**src/rtl/bpn_pkg.sv**
```systemverilog
package bpn_pkg;
  typedef enum logic {
    PH_WAIT  = 1'b0,
    PH_READY = 1'b1
  } bpn_phase_e;

  // A link is fresh when its tag differs from the reference copy.
  function automatic logic tag_is_fresh(input logic tag, input logic ref_tag);
    return tag ^ ref_tag;
  endfunction
endpackage

```
**src/rtl/bpn_fresh_track.sv**
```systemverilog
module bpn_fresh_track #(
  parameter int W = 2,
  localparam int LW = (W > 0) ? W : 1
) (
  input  logic          clk,
  input  logic          rst_n,
  input  logic [LW-1:0] tags,
  input  logic          capture,
  output logic          all_fresh
);
  import bpn_pkg::*;

  generate
    if (W == 0) begin : g_empty
      logic unused_inputs;
      assign unused_inputs = ^{tags, capture, clk, rst_n};
      assign all_fresh = 1'b1;
    end else begin : g_links
      logic [W-1:0] ref_q;
      logic [W-1:0] fresh_v;
      for (genvar i = 0; i < W; i++) begin : g_bit
        assign fresh_v[i] = tag_is_fresh(tags[i], ref_q[i]);
      end
      always_ff @(posedge clk) begin
        if (!rst_n) ref_q <= '0;
        else if (capture) ref_q <= tags;
      end
      assign all_fresh = &fresh_v;
    end
  endgenerate
endmodule

```
**src/rtl/bpn_result_hold.sv**
```systemverilog
module bpn_result_hold #(
  parameter int RW = 16
) (
  input  logic          clk,
  input  logic          rst_n,
  input  logic          load,
  input  logic [RW-1:0] d,
  output logic [RW-1:0] q
);
  always_ff @(posedge clk) begin
    if (!rst_n) q <= '0;
    else if (load) q <= d;
  end
endmodule

```
**src/rtl/bp_node_ctrl.sv**
```systemverilog
module bp_node_ctrl #(
  parameter int N_IN  = 3,
  parameter int DW    = 8,
  parameter int M_OUT = 2,
  parameter int RW    = 16,
  localparam int AW   = (M_OUT > 0) ? M_OUT : 1,
  localparam int IW   = N_IN * DW
) (
  input  logic          clk,
  input  logic          rst_n,
  input  logic          tick,
  input  logic [IW-1:0] in_data,
  input  logic [N_IN-1:0] in_tag,
  input  logic [AW-1:0] ack_tag,
  input  logic [RW-1:0] res_in,
  output logic          exec_pulse,
  output logic [IW-1:0] exec_data,
  output logic          ack_pulse,
  output logic          pub_pulse,
  output logic [RW-1:0] pub_data
);
  import bpn_pkg::*;

  bpn_phase_e phase_q;
  logic in_all_fresh;
  logic ack_all_fresh;
  logic fire_exec;
  logic fire_pub;

  bpn_fresh_track #(.W(N_IN)) u_in_track (
    .clk       (clk),
    .rst_n     (rst_n),
    .tags      (in_tag),
    .capture   (fire_exec),
    .all_fresh (in_all_fresh)
  );

  bpn_fresh_track #(.W(M_OUT)) u_ack_track (
    .clk       (clk),
    .rst_n     (rst_n),
    .tags      (ack_tag),
    .capture   (fire_pub),
    .all_fresh (ack_all_fresh)
  );

  assign fire_exec = tick && (phase_q == PH_WAIT)  && in_all_fresh;
  assign fire_pub  = tick && (phase_q == PH_READY) && ack_all_fresh;

  always_ff @(posedge clk) begin
    if (!rst_n) phase_q <= PH_WAIT;
    else if (fire_exec) phase_q <= PH_READY;
    else if (fire_pub) phase_q <= PH_WAIT;
  end

  bpn_result_hold #(.RW(RW)) u_hold (
    .clk   (clk),
    .rst_n (rst_n),
    .load  (fire_exec),
    .d     (res_in),
    .q     (pub_data)
  );

  assign exec_pulse = fire_exec;
  assign ack_pulse  = fire_exec;
  assign pub_pulse  = fire_pub;
  assign exec_data  = in_data;
endmodule

```
**config.mk**
```make
export PLATFORM = sky130hd
export DESIGN_NAME = bp_node_ctrl
export DESIGN_NICKNAME = d
export VERILOG_FILES = /design/src/rtl/bpn_pkg.sv /design/src/rtl/bpn_fresh_track.sv /design/src/rtl/bpn_result_hold.sv /design/src/rtl/bp_node_ctrl.sv
export SDC_FILE = /design/constraint.sdc
export NUM_CORES = 1
export LEC_CHECK = 0
export ABC_AREA = 1
export BUFFER_PORTS_ARGS = -buffer_cell sky130_fd_sc_hd__buf_2
export CELL_PAD_IN_SITES_DETAIL_PLACEMENT = 0
export CELL_PAD_IN_SITES_GLOBAL_PLACEMENT = 2
export CORE_MARGIN = 3
export CORE_UTILIZATION = 21
export CTS_CLUSTER_DIAMETER = 150
export DETAILED_ROUTE_END_ITERATION = 8
export PLACE_DENSITY = 0.89
export SYNTH_ARGS = -nofsm -noshare
export SYNTH_HDL_FRONTEND = slang
export SYNTH_SLANG_ARGS = --single-unit
```
**constraint.sdc**
```tcl
create_clock -name clk -period 3.1 [get_ports clk]
set_input_delay 0.62 -clock clk [delete_from_list [all_inputs] [get_ports clk]]
set_output_delay 0.62 -clock clk [all_outputs]
set_load 0.02 [all_outputs]
```
# After elaboration in Yosys (flattened, before gate mapping)
# Index checks and enable logic that the tools add are counted.
[word_totals]
ff_bits = 22
input_bits = 48
output_inout_bits = 43
word_cells = 19
[op_classes]
mux = 2
bitwise = 6
reduce_logical = 7
[ops]
columns = ["cell", "n"]
rows = [
  ["1-bit bitwise XOR", 5],
  ["1-bit logical AND", 4],
  ["3-bit AND reduction", 1],
  ["1-bit 2-to-1 mux", 2],
  ["2-bit AND reduction", 1],
  ["2-bit nonzero test", 1],
  ["1-bit inverter", 1],
]

# Depth between registers and ports, before layout
# Gate-level depths: netlist (run 1).
[depth]
depth_word = 5
mapped_depth = 8
mapped_depth_nobuf = 8

# Cells and area by module
# From an unflattened synthesis (run 1), not the netlist that was laid out.
[hier_totals]
cells_unflattened = 179
hier_area_um2 = 1178.6
[modules_own_cells]
columns = ["mod", "n_inst", "cells_per_inst", "area_each_um2", "seq_area_each_um2"]
rows = [
  ["bpn_result_hold", 1, 101, 674.4, 320.3],
  ["bp_node_ctrl", 1, 34, 245.2, 20.0],
  ["bpn_fresh_track (u_in_track)", 1, 23, 147.6, 60.1],
  ["bpn_fresh_track (u_ack_track)", 1, 21, 111.4, 40.0],
]

# Least setup slack after synthesis (run 1)
# Ideal clock, no wire load.
[synth_path]
path_kind = "input -> output"
startpoint = "in tick"
endpoint = "out exec_pulse"
t_arrival_ps = 1364
slack_ps = 1116
cell_stages = 6
path_buffers = 2
cell_sequence = "inv_1 > nor2_2 > nand3_2 > nor2_8 > buf_6 > buf_4"
[synth_between]
elab_chain_len = 2
[synth_lines]
columns = ["element", "line_no", "source"]
rows = [
  ["start, declared", "bp_node_ctrl.sv:11", "input logic tick,"],
  ["1-bit logical AND (2 in series)", "bp_node_ctrl.sv:46", "assign fire_exec = tick && (phase_q == PH_WAIT) && in_all_fresh;"],
  ["end, declared", "bp_node_ctrl.sv:16", "output logic exec_pulse,"],
]
# No other way between the ends.

# Final worst setup path (run 1)
[layout_path]
startpoint = "in tick"
endpoint = "out ack_pulse"
[layout_between]
elab_chain_len = 2
[layout_lines]
columns = ["element", "line_no", "source"]
rows = [
  ["1-bit logical AND (2 in series)", "bp_node_ctrl.sv:46", ""],
  ["end, declared", "bp_node_ctrl.sv:18", "output logic ack_pulse,"],
]
# No other way between the ends.

==> results of run 1 <==
## final cells by class
type,instances,share of cell area
flip-flops and latches,22,0.313
repair buffers,42,0.149
clock buffers,4,0.0391
multi-input cells,118,0.405
well taps,72,0.0640
inverters,11,0.0293
## critical path, cell delays in order
cell and delay, ns:
buf_2 0.09, inv_1 0.04, nor2_2 0.13, nand3_2 0.15, nor2_8 0.28, buf_2 0.23
## final timing paths
check                         startpoint  slack, ns                     endpoint  cells after the start
max                                 tick       0.93                    ack_pulse                      6
max reg2reg  u_in_track.g_links.ref_q[2]       1.47  u_in_track.g_links.ref_q[0]                      8
min reg2reg                  u_hold.q[0]       0.49                  u_hold.q[0]                      2
min                          u_hold.q[0]       0.49                  u_hold.q[0]                      2
## kinds of logic (layout without fill, tap and decap cells)
kind of cell    count (synthesis)  after routing  share of synthesized area
flops                          22             22                      0.344
compound gates                  2              2                    0.00978
simple gates                  116            116                      0.436
buf+inv                        41             57                      0.209
## report_power, final
| part | leakage [nW] | switching (W) | internal [W] |
|---|---|---|---|
| registers | 0.179 | 0.00000728 | 0.000295 |
| logic | 0.516 | 0.0000675 | 0.0000415 |
| clock network | 0.0288 | 0.0000956 | 0.000113 |
## registers in the layout (all words and copies together) (netlist names)
| signal | cells |
|---|---|
| phase_q | 1 |
| u_ack_track.g_links.ref_q | 2 |
| u_hold.q | 16 |
| u_in_track.g_links.ref_q | 3 |
## per-layer routing
layer | GRT usage | share of wire | vias to the layer above
li1 | - | - | 558
met1 | 0.104 | 0.46 | 444
met3 | 0.0128 | 0.043 | 6
met2 | 0.137 | 0.49 | 23
met4 | 0.0482 | 0.0049 | 0
met5 | 0 | 0 | -
## Yosys cell counts
cell and number:
nor2_1 48, nor2_2 3, buf_6 2, inv_2 1, nor2_8 1, buf_4 26
nand3_2 1, nand3b_1 16, nand2_2 2, nand3b_4 1, nor2_4 1, inv_1 10
nand3_1 3, buf_1 1, nand2_1 40, dfxtp_1 22, o21ai_0 1, a21boi_1 1
buf_2 1
## stage by stage
step / hold slack, ns / power, W
floorplan: 0.463 / 0.000430
global placement: 0.458 / 0.000419
detailed placement: 0.473 / 0.000422
CTS: 0.490 / 0.000638
global route: 0.512 / 0.000663
finish: 0.487 / 0.000620
==> results_dict.tcl, run 1 <==
set metrics [dict create \
    final-hold-violation-count 0 \
    critPathArrivalTime_ns 1.55 \
    start_util 0.224 \
    dp_hpwl_um 2050 \
    slew_headroom 0.504 \
    end_kind "output port" \
    vias 1031 \
    grt_usage 0.0840 \
    synth_cell_types 19 \
    path_max_fanout 20 \
    synth_seq_cells 22 \
    clkTransAtPathRegs_ns 0.08 \
    preCtsSetupSlack_ns 0.909 \
    fin_skew_ns 0.00558 \
    design_area_mm2 0.00141 \
    worstPathRequired_ns 2.48 \
    wirelength_um 2880 \
    syn_inst 181 \
    leakagePower_nw 0.723 \
    grt_pass1_vias 1011 \
    place_inst 265 \
    multiInputGateArea_um2 571 \
    outcome "completed" \
    post_cts_resize_count 0 \
    grt_max_degree 23 \
    powerDensity_mw_per_mm2 440 \
    grt_pass1_wl_um 4800 \
    critPathKind "in -> out" \
    regArea_um2 440 \
    critPathLaunchType "primary input" \
    overflow 0 \
    first_iter_violations 27 \
    yosys.area.top_type "dfxtp_1" \
    cts_setup_buffers 0 \
    syn_nets 229 \
    grt_antenna_before_repair 0 \
    final_layout_size_suffix_gt1_frac 0.284 \
    rows 27 \
    core-area_mm2 0.00571 \
    fp.dieH_um 84.0 \
    layout.cells.non_filler 269 \
    final_nets 246 \
    drtAntennaViolNets 0 \
    clockBufferDepth 2 \
    clock_latency_ns 0.26 \
    netlist_area_mm2 0.00128 \
    avgSynthCellArea_um2 7.06 \
    die-area_mm2 0.00706 \
    io_pins 91 \
    diodes 0 \
    synth_top_area_frac 0.344 \
    yosys_warnings 0 \
    wl_per_cell_um 10.7 \
    cts_tree "done" \
    layout_setup_ws_ns 0.935 \
    drcViolationCount 0 \
    rsz0062_at_grt "no" \
    fin_crit_sh 0.699 \
    vdd_ir_drop_max_mv 0.161 \
    viasPerCell 3.83 \
    synthTopCellsByArea "dfxtp_1 34%, buf_4 15%, nor2_1 14%" \
    max-cap-violations 0 \
    clkSinkCount 22 \
    final_max_slew_viol_count 0 \
    ctsHoldBuffers 0 \
    period_needed_ns 2.17 \
    syn_to_final_growth_pct 10.1 \
    fill_cells 666 \
    finalSetupViolCount 0 \
    seq_area_frac_synth 0.344 \
    fin_tns_setup_ns 0 \
    place_congestion 0.799 \
    fmax_mhz 462 \
    final_common_cell "nor2_1" \
    die_w_um 84.0 \
    utilization 0.247 \
    clock-root-buffer "clkbuf_8" \
    io_buffers 42 \
    cts-htree-levels 1 \
    firstDrtPassIters 4 \
    cts_buffers 3 \
    tightest_slew_ns 0.743 \
    placed_area_mm2 0.00135 \
    final_cell_mix "48 x nor2_1, 42 x buf_2, 40 x nand2_1, 22 x dfxtp_1, 16 x nand3b_1" \
    hold_path.class "reg -> reg" \
]
(Power assumes the default switching activity.)
==> inputs of run 2 (changes only) <==
--- a/config.mk
+++ b/config.mk
@@ -10,10 +10,10 @@
 export CELL_PAD_IN_SITES_DETAIL_PLACEMENT = 0
 export CELL_PAD_IN_SITES_GLOBAL_PLACEMENT = 2
 export CORE_MARGIN = 3
-export CORE_UTILIZATION = 21
+export CORE_UTILIZATION = 19
 export CTS_CLUSTER_DIAMETER = 150
 export DETAILED_ROUTE_END_ITERATION = 8
-export PLACE_DENSITY = 0.89
+export PLACE_DENSITY = 0.82
 export SYNTH_ARGS = -nofsm -noshare
 export SYNTH_HDL_FRONTEND = slang
 export SYNTH_SLANG_ARGS = --single-unit
==> constraint.sdc (replaced) <==
create_clock -name clk -period 2.1 [get_ports clk]
set_input_delay 0.42 -clock clk [delete_from_list [all_inputs] [get_ports clk]]
set_output_delay 0.42 -clock clk [all_outputs]
set_load 0.02 [all_outputs]
==> run 2 against run 1 <==
Against the previous run:
- critical path type is now reg -> out
- cell area is 0.53% higher
- combinational power is 50% higher
- non-clock buffer count is 2 higher
- die area is 9.7% higher
- power is 41% higher
- register-to-register slack worse by 0.80 ns
- via count is 1.5% higher
- clock power is 26% higher
- largest cell class unchanged
- critical path depth is 2 lower
- first-iteration DRC count is 3.7% lower
==> results_dict.tcl, run 2 (synthesis gave the netlist of run 1 again) <==
set metrics [dict create \
    grt_max_degree 23 \
    fin_skew_ns 0.00467 \
    start_util 0.199 \
    outcome "completed" \
    critPathKind "reg -> out" \
    cts_setup_buffers 0 \
    cts_buffers 3 \
    grt_usage 0.0786 \
    rows 29 \
    grtUsageMet3 0.0113 \
    final_layout_size_suffix_gt1_frac 0.288 \
    cts_tree "done" \
    clock_latency_ns 0.26 \
    fmax_mhz 594 \
    grt_pass1_vias 995 \
    layout.cells.non_filler 275 \
    clock-root-buffer "clkbuf_8" \
    grt.met1_usage 0.103 \
    rsz0062_at_grt "no" \
    period_needed_ns 1.68 \
    wirelength_um 2940 \
    powerDensity_mw_per_mm2 617 \
    overflow 0 \
    worstPathRequired_ns 1.68 \
    viasPerCell 3.80 \
    syn_to_final_growth_pct 10.7 \
    startpoint "u_in_track.g_links.ref_q[0]" \
    post_cts_resize_count 0 \
    critPathLaunchType "flop" \
    hold_path.class "in -> reg" \
    fin_crit_sh 0.801 \
    leakagePower_nw 0.727 \
    clockBufferDepth 2 \
    p_total_w 0.000873 \
    finalSetupViolCount 0 \
    slew_headroom 0.706 \
    reg_top3 "u_hold.q x16, u_in_track.g_links.ref_q x3, u_ack_track.g_links.ref_q x2" \
    end_kind "output port" \
    final-hold-violation-count 0 \
    hp-start "ack_tag[1]" \
    dp_hpwl_um 2140 \
    core-area_mm2 0.00642 \
    path_max_fanout 7 \
    vdd_ir_drop_max_mv 0.179 \
    cts-htree-levels 1 \
    fp.dieH_um 88.0 \
    ctsHoldBuffers 0 \
    vias 1046 \
    firstDrtPassIters 4 \
    place_inst 272 \
    final_nets 248 \
    wl_per_cell_um 10.7 \
    globalRouteMet2Util 0.130 \
    die_w_um 88.0 \
    clkTransAtPathRegs_ns 0.08 \
    grt_pass1_wl_um 4750 \
    io_buffers 42 \
    clkSinkCount 22 \
    io_pins 91 \
    grt_antenna_before_repair 0 \
    diodes 0 \
    drcViolationCount 0 \
    first_iter_violations 26 \
    utilization 0.220 \
    tightest_slew_ns 0.440 \
    final_common_cell "nor2_1" \
    place_congestion 0.711 \
    top_register "u_hold.q" \
    critPathArrivalTime_ns 1.26 \
    largest_register_ffs 16 \
    die-area_mm2 0.00775 \
    rr_startpoint "u_in_track.g_links.ref_q[1]" \
    drtAntennaViolNets 0 \
    final_cell_mix "48 x nor2_1, 42 x buf_2, 40 x nand2_1, 22 x dfxtp_1, 16 x nand3b_1" \
    fin_tns_setup_ns 0 \
    busiest_layer "met2" \
    final_max_slew_viol_count 0 \
    max-cap-violations 0 \
]
## run 2: layer usage
layer / part of all wire / vias to the layer above
met5: 0 / -
met3: 0.046 / 2
li1: - / 562
met1: 0.46 / 451
met4: 0.011 / 0
met2: 0.48 / 31
## run 2: final cells by class
cell class | instances | area (um2)
clock buffers | 3 | 41.3
inverters | 11 | 41.3
multi-input cells | 118 | 571
flip-flops and latches | 22 | 440
fillers | 741 | 5010
repair buffers | 44 | 225
well taps | 77 | 96.3
## run 2: metrics by stage
stage	hold WS, ns	setup WS [ns]	area [um2]
2_1_floorplan	0.463	0.516	1280
3_3_place_gp	0.462	0.502	1370
3_5_place_dp	0.472	0.459	1370
4_1_cts	0.410	0.376	1420
5_1_grt	0.420	0.274	1420
6_report	0.420	0.417	1420
## run 2: report_power, final
part	internal, W	switching (W)
Sequential	0.000435	0.0000102
Combinational	0.0000642	0.000100
Clock	0.000128	0.000136
## run 2: critical path: stages, from the launching register on
cell and delay (ns):
dfxtp_1 0.41, nor2_2 0.07, nand3b_4 0.18, nor2_8 0.16, buf_2 0.18
## run 2: worst paths after layout
check / endpoint / slack [ns] / depth (start not counted)
setup / recovery: ack_pulse / 0.42 / 4
hold / removal: u_ack_track.g_links.ref_q[1] / 0.42 / 3
setup reg to reg: u_in_track.g_links.ref_q[0] / 0.67 / 8
hold reg to reg: u_hold.q[3] / 0.48 / 2
